--- config.mk ---
export PLATFORM = sky130hd
export DESIGN_NAME = xpoint_switch
export DESIGN_NICKNAME = d
export VERILOG_FILES = /design/src/rtl/xpoint_pkg.sv /design/src/rtl/xpoint_sync.sv /design/src/rtl/xpoint_ctrl.sv /design/src/rtl/xpoint_core.sv /design/src/rtl/xpoint_switch.sv
export SDC_FILE = /design/constraint.sdc
export NUM_CORES = 2
export LEC_CHECK = 0
export BUFFER_PORTS_ARGS = -buffer_cell sky130_fd_sc_hd__clkbuf_2
export CAP_MARGIN = 20
export CORE_ASPECT_RATIO = 1.4
export CORE_UTILIZATION = 55
export CTS_CLUSTER_SIZE = 40
export DETAILED_ROUTE_END_ITERATION = 10
export PLACE_DENSITY = 0.71
export SYNTH_ARGS = -nofsm -noshare
export SYNTH_HDL_FRONTEND = slang
export SYNTH_SLANG_ARGS = --single-unit
--- constraint.sdc ---
create_clock -name clk -period 3.2 [get_ports clk]
set_input_delay 0.8 -clock clk [delete_from_list [all_inputs] [get_ports clk]]
set_output_delay 0.8 -clock clk [all_outputs]
set_load 0.02 [all_outputs]
--- src/rtl/xpoint_pkg.sv ---
package xpoint_pkg;
  localparam int SEL_W  = 7;
  localparam int PAGE_W = 2;
  localparam int MASK_W = 17;

  // Strobes handed from control to datapath, valid for one cycle
  typedef struct packed {
    logic              init;
    logic              commit;
    logic              wrValid;
    logic              burst;
    logic [PAGE_W-1:0] page;
    logic [MASK_W-1:0] mask;
    logic [SEL_W-1:0]  wrAddr;
    logic [SEL_W-1:0]  wrSel;
  } xpStrobe_t;
endpackage

--- src/rtl/xpoint_sync.sv ---
module xpoint_sync #(
  parameter int WIDTH  = 4,
  parameter int STAGES = 2
) (
  input  logic             clk,
  input  logic             rstN,
  input  logic [WIDTH-1:0] asyncIn,
  output logic [WIDTH-1:0] syncOut
);
  logic [STAGES-1:0][WIDTH-1:0] stageQ;

  always_ff @(posedge clk or negedge rstN) begin
    if (!rstN) stageQ <= '0;
    else       stageQ <= {stageQ[STAGES-2:0], asyncIn};
  end

  assign syncOut = stageQ[STAGES-1];
endmodule

--- src/rtl/xpoint_ctrl.sv ---
module xpoint_ctrl
  import xpoint_pkg::*;
#(
  parameter int SYNC_STAGES = 2
) (
  input  logic              clk,
  input  logic              rstN,
  input  logic              serialMode,
  input  logic              burstMode,
  input  logic              addrMuxed,
  input  logic              csN,
  input  logic              loadPin,
  input  logic              alePin,
  input  logic              cfgPin,
  input  logic              initPin,
  input  logic [SEL_W-1:0]  inId,
  input  logic [SEL_W-1:0]  outId,
  input  logic [PAGE_W-1:0] pageSel,
  input  logic [MASK_W-1:0] outMask,
  output xpStrobe_t         strb
);
  logic [3:0]       syncQ;
  logic             loadS, aleS, cfgS, initS;
  logic             loadPrev, alePrev;
  logic             loadRise, aleFall;
  logic [SEL_W-1:0] addrLatch;
  logic             parMode, bcastMode;

  xpoint_sync #(.WIDTH(4), .STAGES(SYNC_STAGES)) uSync (
    .clk(clk), .rstN(rstN),
    .asyncIn({initPin, cfgPin, alePin, loadPin}),
    .syncOut(syncQ)
  );
  assign {initS, cfgS, aleS, loadS} = syncQ;

  always_ff @(posedge clk or negedge rstN) begin
    if (!rstN) begin
      loadPrev  <= 1'b0;
      alePrev   <= 1'b0;
      addrLatch <= '0;
    end else begin
      loadPrev <= loadS;
      alePrev  <= aleS;
      if (aleFall) addrLatch <= inId;
    end
  end

  assign loadRise  = loadS & ~loadPrev;
  assign aleFall   = ~aleS & alePrev;
  assign parMode   = ~serialMode & ~burstMode;
  assign bcastMode = ~serialMode & burstMode;

  always_comb begin
    strb.init    = initS;
    strb.commit  = cfgS;
    strb.wrValid = loadRise & ~csN & (parMode | bcastMode);
    strb.burst   = bcastMode;
    strb.page    = pageSel;
    strb.mask    = outMask;
    strb.wrAddr  = addrMuxed ? addrLatch : outId;
    strb.wrSel   = inId;
  end

  // one load edge yields a single write pulse
  assert_single_write_R2: assert property (@(posedge clk) disable iff (!rstN)
    strb.wrValid |=> !strb.wrValid);
endmodule

--- src/rtl/xpoint_core.sv ---
module xpoint_core
  import xpoint_pkg::*;
#(
  parameter int NUM_IN  = 68,
  parameter int NUM_OUT = NUM_IN + 1
) (
  input  logic               clk,
  input  logic               rstN,
  input  xpStrobe_t          strb,
  input  logic [NUM_IN-1:0]  dataIn,
  output logic [NUM_OUT-1:0] yOut
);
  localparam logic [SEL_W-1:0] IN_LIMIT = SEL_W'(NUM_IN);
  localparam int               NUM_PAGE = 1 << PAGE_W;

  logic [NUM_OUT-1:0][SEL_W-1:0] shadowSel, activeSel, homeMap;
  logic [NUM_OUT-1:0]            wrHit, burstHit;

  for (genvar o = 0; o < NUM_OUT; o++) begin : gOut
    localparam int PG  = o / MASK_W;
    localparam int BIT = o % MASK_W;

    assign homeMap[o] = (o < NUM_IN) ? SEL_W'(o) : '0;

    if (o < NUM_IN && PG < NUM_PAGE) begin : gPaged
      assign burstHit[o] = (strb.page == PAGE_W'(PG)) && strb.mask[BIT];
    end else begin : gUnpaged
      assign burstHit[o] = 1'b0;
    end

    assign wrHit[o] = strb.wrValid &&
                      (strb.burst ? burstHit[o] : (strb.wrAddr == SEL_W'(o)));

    assign yOut[o] = (activeSel[o] < IN_LIMIT) ? dataIn[activeSel[o]] : 1'b0;
  end

  always_ff @(posedge clk or negedge rstN) begin
    if (!rstN) begin
      shadowSel <= homeMap;
      activeSel <= homeMap;
    end else if (strb.init) begin
      shadowSel <= homeMap;
      activeSel <= homeMap;
    end else begin
      for (int o = 0; o < NUM_OUT; o++)
        if (wrHit[o]) shadowSel[o] <= strb.wrSel;
      if (strb.commit) activeSel <= shadowSel;
    end
  end

  assert_commit_copy_R3: assert property (@(posedge clk) disable iff (!rstN)
    strb.commit && !strb.init |=> activeSel == $past(shadowSel));

  assert_frozen_active_R3: assert property (@(posedge clk) disable iff (!rstN)
    !strb.commit && !strb.init |=> $stable(activeSel));

  assert_init_home_R7: assert property (@(posedge clk) disable iff (!rstN)
    strb.init |=> (shadowSel == homeMap) && (activeSel == homeMap));

  assert_far_addr_ignored_R8: assert property (@(posedge clk) disable iff (!rstN)
    strb.wrValid && !strb.burst && !strb.init && (int'(strb.wrAddr) >= NUM_OUT)
    |=> $stable(shadowSel));
endmodule

--- src/rtl/xpoint_switch.sv ---
module xpoint_switch
  import xpoint_pkg::*;
#(
  parameter int NUM_IN      = 68,
  parameter int SYNC_STAGES = 2
) (
  input  logic              clk,
  input  logic              rstN,
  input  logic [NUM_IN-1:0] dataIn,
  output logic [NUM_IN-1:0] dataOut,
  output logic              monitorOut,
  input  logic              serialMode,
  input  logic              burstMode,
  input  logic              addrMuxed,
  input  logic              csN,
  input  logic              loadPin,
  input  logic              alePin,
  input  logic              cfgPin,
  input  logic              initPin,
  input  logic [SEL_W-1:0]  inId,
  input  logic [SEL_W-1:0]  outId,
  input  logic [PAGE_W-1:0] pageSel,
  input  logic [MASK_W-1:0] outMask
);
  localparam int NUM_OUT = NUM_IN + 1;

  xpStrobe_t          strb;
  logic [NUM_OUT-1:0] yAll;

  xpoint_ctrl #(.SYNC_STAGES(SYNC_STAGES)) uCtrl (
    .clk(clk), .rstN(rstN),
    .serialMode(serialMode), .burstMode(burstMode), .addrMuxed(addrMuxed),
    .csN(csN), .loadPin(loadPin), .alePin(alePin), .cfgPin(cfgPin),
    .initPin(initPin), .inId(inId), .outId(outId), .pageSel(pageSel),
    .outMask(outMask), .strb(strb)
  );

  xpoint_core #(.NUM_IN(NUM_IN), .NUM_OUT(NUM_OUT)) uCore (
    .clk(clk), .rstN(rstN), .strb(strb), .dataIn(dataIn), .yOut(yAll)
  );

  assign dataOut    = yAll[NUM_IN-1:0];
  assign monitorOut = yAll[NUM_IN];
endmodule

==> impl.org <==
** Cells and area
- Final Util :: 0.6763
- Area growth, synth to finish :: 21.96%
- Count of placed standard cells in the final layout, fillers left out :: approximately 11,000
- # fillers :: 11,731
- The final layout contains a little under 9,000 nets.
- Share of layout cells above drive strength 1 :: 0.3496

** Placed design
- Timing analysis after detailed placement gives a worst setup slack of -0.6847 ns.
- In this run the tool buffered the top-level ports with 179 buffer cells.
- The congestion estimate from routability-driven global placement came to around 1.
- HPWL after detailed placement :: 260,900 um
- Inst Count DP :: between 10,000 and 15,000

** STA
- Final setup skew :: roughly 0.021 ns
- In this run the tightest slew margin relative to its limit is 0.3501.
- Transition time of the tightest slew-check pin :: 0.9749 ns
- Timing would allow up to around 0.25 GHz.
- Setup violations remaining at the end of the flow were counted as 69.
- RSZ-0062 raised after global routing :: true
- Once routing completed, OpenROAD measured the worst setup slack at -0.8005 ns.
- Final Hold Fails :: 0
- Period minus WS final :: between 4 and 5 ns
- Number of slew-limit violations in the final report :: 0
- In the finished design, the share of the clock period the worst path needs comes to 1.250.

** Yosys
- Top cells by area, synth :: sky130_fd_sc_hd__mux2i_1 23%, sky130_fd_sc_hd__mux4_2 19%, sky130_fd_sc_hd__dfrtp_1 17%, sky130_fd_sc_hd__dfstp_2 12%, sky130_fd_sc_hd__clkbuf_1 3.8%
- Most frequent cells after synthesis :: 1,980 x sky130_fd_sc_hd__mux2i_1, 873 x sky130_fd_sc_hd__clkbuf_1, 718 x sky130_fd_sc_hd__mux4_2, 660 x sky130_fd_sc_hd__nor2_1, 583 x sky130_fd_sc_hd__dfrtp_1
- sky130_fd_sc_hd__mux2i_1 takes more of the synthesized area than any other cell.
- After technology mapping, the gate count stands at approximately 8,400.
- Synthesized area per cell :: around 10 um^2
- sky130_fd_sc_hd__mux2i_1 is the most common cell in the netlist.
- The share of the Yosys chip area taken by registers is 0.2885.
- For this run, asynchronously set or reset flops after synthesis account for 1.000.
- Number of warning messages in the yosys log :: 0
- Synthesis inferred 983 register bits.
- Post-Synthesis Net Count :: roughly 8,600
- In this run the cell area of the synthesized design comes to roughly 87,000 um^2.
- Counting distinct cell types in the post-synthesis netlist gives between 70 and 80.
- Area share of the largest cell type after synthesis :: 0.2278
- Number of enable flip-flop cells after synthesis :: 0
- Top FF cell, synth :: sky130_fd_sc_hd__dfrtp_1

** Routing
- In the routed design, unresolved DRC markers number 0.
- Router iterations before antenna repair :: 7
- Final routed wire length divided by cell count :: between 30 and 40 um
- Summing over every cut layer, the via total after detailed routing is slightly above 80,000.
- Initial DRC count :: 10,631
- Dividing the detail-routed via count by the number of cells gives approximately 7.3.
- Number of routed nets with antenna violations :: 0
- Final routed wirelength across all metal layers :: 375,200 um

** Die
- The initial utilization of the core area, before any placement, comes to 0.5545.
- In this run the core area contains between 150 and 200 standard-cell rows.
- Top-level port count :: 180
- Height of the chip :: 472.6 um
- Core ar. :: about 160,000 um^2
- The floorplan step defined a die boundary enclosing around 160,000 um^2.
- From left edge to right edge, the die measures around 340 um.

** Worst setup path
- R2R Path End :: uCore.shadowSel[173]
- Type of element launching the critical path :: register
- The worst setup path is captured at an output pin.
- In this run the worst path has a maximum fanout of 5.
- The worst register-to-register path begins at uCtrl.addrLatch[0].
- Critical path required time :: between 2 and 2.5 ns
- Data arrival time at the worst-slack endpoint :: between 3 and 4 ns
- Tracing the worst setup path back leads to its startpoint at uCore.activeSel[63].
- The number of cells on the worst reg-to-reg path is 7.
- The critical path is of the reg2out type.
- Worst Setup EP :: dataOut[9]
- The setup check on the worst reg-to-reg path leaves a slack of 0.44 ns.

** Power and ir drop
- Of the total power, the clock network draws 0.385.
- In this run the power spent charging and discharging nets is between 10 and 15 mW.
- Power density over cell area :: roughly 320 nW/um^2
- Part of the total power dissipated in sequential elements :: 0.382
- Highest ir drop seen on vdd :: just over 0.0005 V
- Net switching fraction of the power :: 0.3128
- Internal Pwr Total :: roughly 23 mW
- In this run the static leakage power is about 46 nW.
- Combinational group share of total power :: 0.233

** Run status
- Failing checks :: setup timing
- Result of the run :: complete, but fails checks

** GRT
- Wire length of the first global-routing pass :: ~540,000 um
- Maximum number of pins on one net before global-route repair :: about 120
- Total global-route track usage :: 0.4589
- Number of global-route vias before repair :: between 70,000 and 80,000
- Initial antenna violation count :: 20
- Summed over all layers, the global routing overflow is 0.

** Clock tree
- # H-tree levels :: 3
- Clock-pin slew was measured on the worst setup and hold paths at roughly 0.07 ns.
- The longest clock path from root to sink contains 3 buffers.
- The later pin in the worst-skew pair is clocked with a latency of 0.80 ns.
- # clock sinks :: just under 1,000
- TritonCTS created approximately 100 clock buffers.
- Library cell used as clock root buffer :: sky130_fd_sc_hd__clkbuf_16
- TritonCTS clock tree :: done

** Worst hold path
- The min-delay analysis places its worst path in the category in2reg.

** Flow run
- The tool flagged a number of max-cap violations equal to 0.
[timing repair]
action                                 in CTS  in global routing
hold buffers                                1                  0
gates resized for setup                   397                174
pin swaps                                  89                 87
gates cloned                                4                  1
setup endpoints to repair                  69                 69
buffers inserted                          165                 60
endpoints found under the hold margin      21                  0
[layer usage]
layer / global-route usage / vias up / part of all wire
met3: 0.1393 / 1647 / 0.13
met5: 0.0009058 / - / 0.00046
met1: 0.5773 / 40350 / 0.36
li1: - / 32405 / -
met2: 0.6797 / 6091 / 0.43
met4: 0.3106 / 22 / 0.077
[power groups by stage]
stage,Clock [mW],Sequential [mW],Combinational [mW]
detailed placement,0,13.1,7.15
global route,13.6,12.9,7.99
CTS,13.1,12.9,7.45
global placement,0,13.1,7.06
finish,13.0,12.9,7.86
floorplan,0,12.9,3.79
[state kept, by name, indices dropped and copies added, names as in the netlist]
register             cells
uCtrl.uSync.syncOut      4
uCore.activeSel        483
uCtrl.addrLatch          7
uCtrl.loadPrev           1
uCtrl.alePrev            1
uCore.shadowSel        483
uCtrl.uSync.stageQ       4
[placed cells by master (no fill, tap or decap), drive strengths merged, types with 33 or more instances in the layout]
cell type / netlist / layout
a311oi: 33 / 33
o311ai: 34 / 34
nor3b: 66 / 66
o21ai: 42 / 42
nor4: 56 / 56
mux4: 718 / 718
buf: 329 / 1433
nor2b: 304 / 304
a41o: 33 / 33
o31ai: 33 / 33
inv: 31 / 43
a31oi: 66 / 66
nand4: 135 / 135
a21oi: 52 / 52
nand3: 243 / 243
and4b: 34 / 34
mux2: 57 / 57
nand2b: 413 / 413
mux2i: 1981 / 1981
a211o: 138 / 138
dfrtp: 583 / 583
a2111oi: 43 / 43
nor3: 56 / 56
dfstp: 400 / 400
nor2: 663 / 663
clkbuf: 879 / 205
nand2: 498 / 498
a22oi: 219 / 219
a211oi: 66 / 66
[cells by family after synthesis]
logic type | synth area share
buffers and inverters | 0.05677
multiplexers | 0.4212
AND/OR/NAND/NOR | 0.1532
AO/OA/AOI/OAI | 0.08033
flip-flops | 0.2885
[worst min-delay path by stage]
| stage | startpoint | end | slack [ns] | depth (start not counted) |
|---|---|---|---|---|
| finish | loadPin | uCtrl.uSync.stageQ[0] | 0.10 | 1 |
| CTS | loadPin | uCtrl.uSync.stageQ[0] | 0.07 | 1 |
| global route | loadPin | uCtrl.uSync.stageQ[0] | 0.10 | 1 |
| floorplan | uCtrl.uSync.stageQ[0] | uCtrl.uSync.syncOut[0] | 0.33 | 0 |
| detailed placement | uCtrl.uSync.stageQ[2] | uCtrl.uSync.syncOut[2] | 0.34 | 0 |
| global placement | uCtrl.uSync.stageQ[3] | uCtrl.uSync.syncOut[3] | 0.33 | 0 |
[metrics by stage]
step / hold WS [ns] / instance area [um^2] / TNS (ns) / total power [mW]
6_report: 0.1029 / 106100 / -34.66 / 33.71
5_1_grt: 0.1015 / 106100 / -38.00 / 34.44
4_1_cts: 0.07285 / 105000 / -35.42 / 33.43
3_5_place_dp: 0.3373 / 98190 / -26.41 / 20.25
3_3_place_gp: 0.3345 / 98190 / -25.32 / 20.15
2_1_floorplan: 0.3312 / 86990 / 0 / 16.66
[layout make-up]
| type | count | area (um^2) | share of cell area |
|---|---|---|---|
| repair buffers | 1505 | 16400 | 0.1545 |
| multi-input cells | 6219 | 58090 | 0.5475 |
| flip-flops and latches | 983 | 25260 | 0.2381 |
| clock inverters | 55 | 737.0 | 0.006946 |
| inverters | 31 | 118.9 | 0.001120 |
| well taps | 2088 | 2613 | 0.02462 |
| clock buffers | 136 | 2859 | 0.02695 |
| diodes | 10 | 25.02 | 0.0002359 |
[worst max-delay path, cell delays in order (launching register included)]
cell and delay [ns]:
sky130_fd_sc_hd__dfstp_4 0.63, sky130_fd_sc_hd__buf_12 0.14, sky130_fd_sc_hd__mux4_2 0.49, sky130_fd_sc_hd__mux2i_1 0.20, sky130_fd_sc_hd__o22ai_1 0.09, sky130_fd_sc_hd__o31ai_1 0.24
sky130_fd_sc_hd__nand4_1 0.33, sky130_fd_sc_hd__buf_4 0.28
Note: power is estimated with default switching activity, not from simulation.
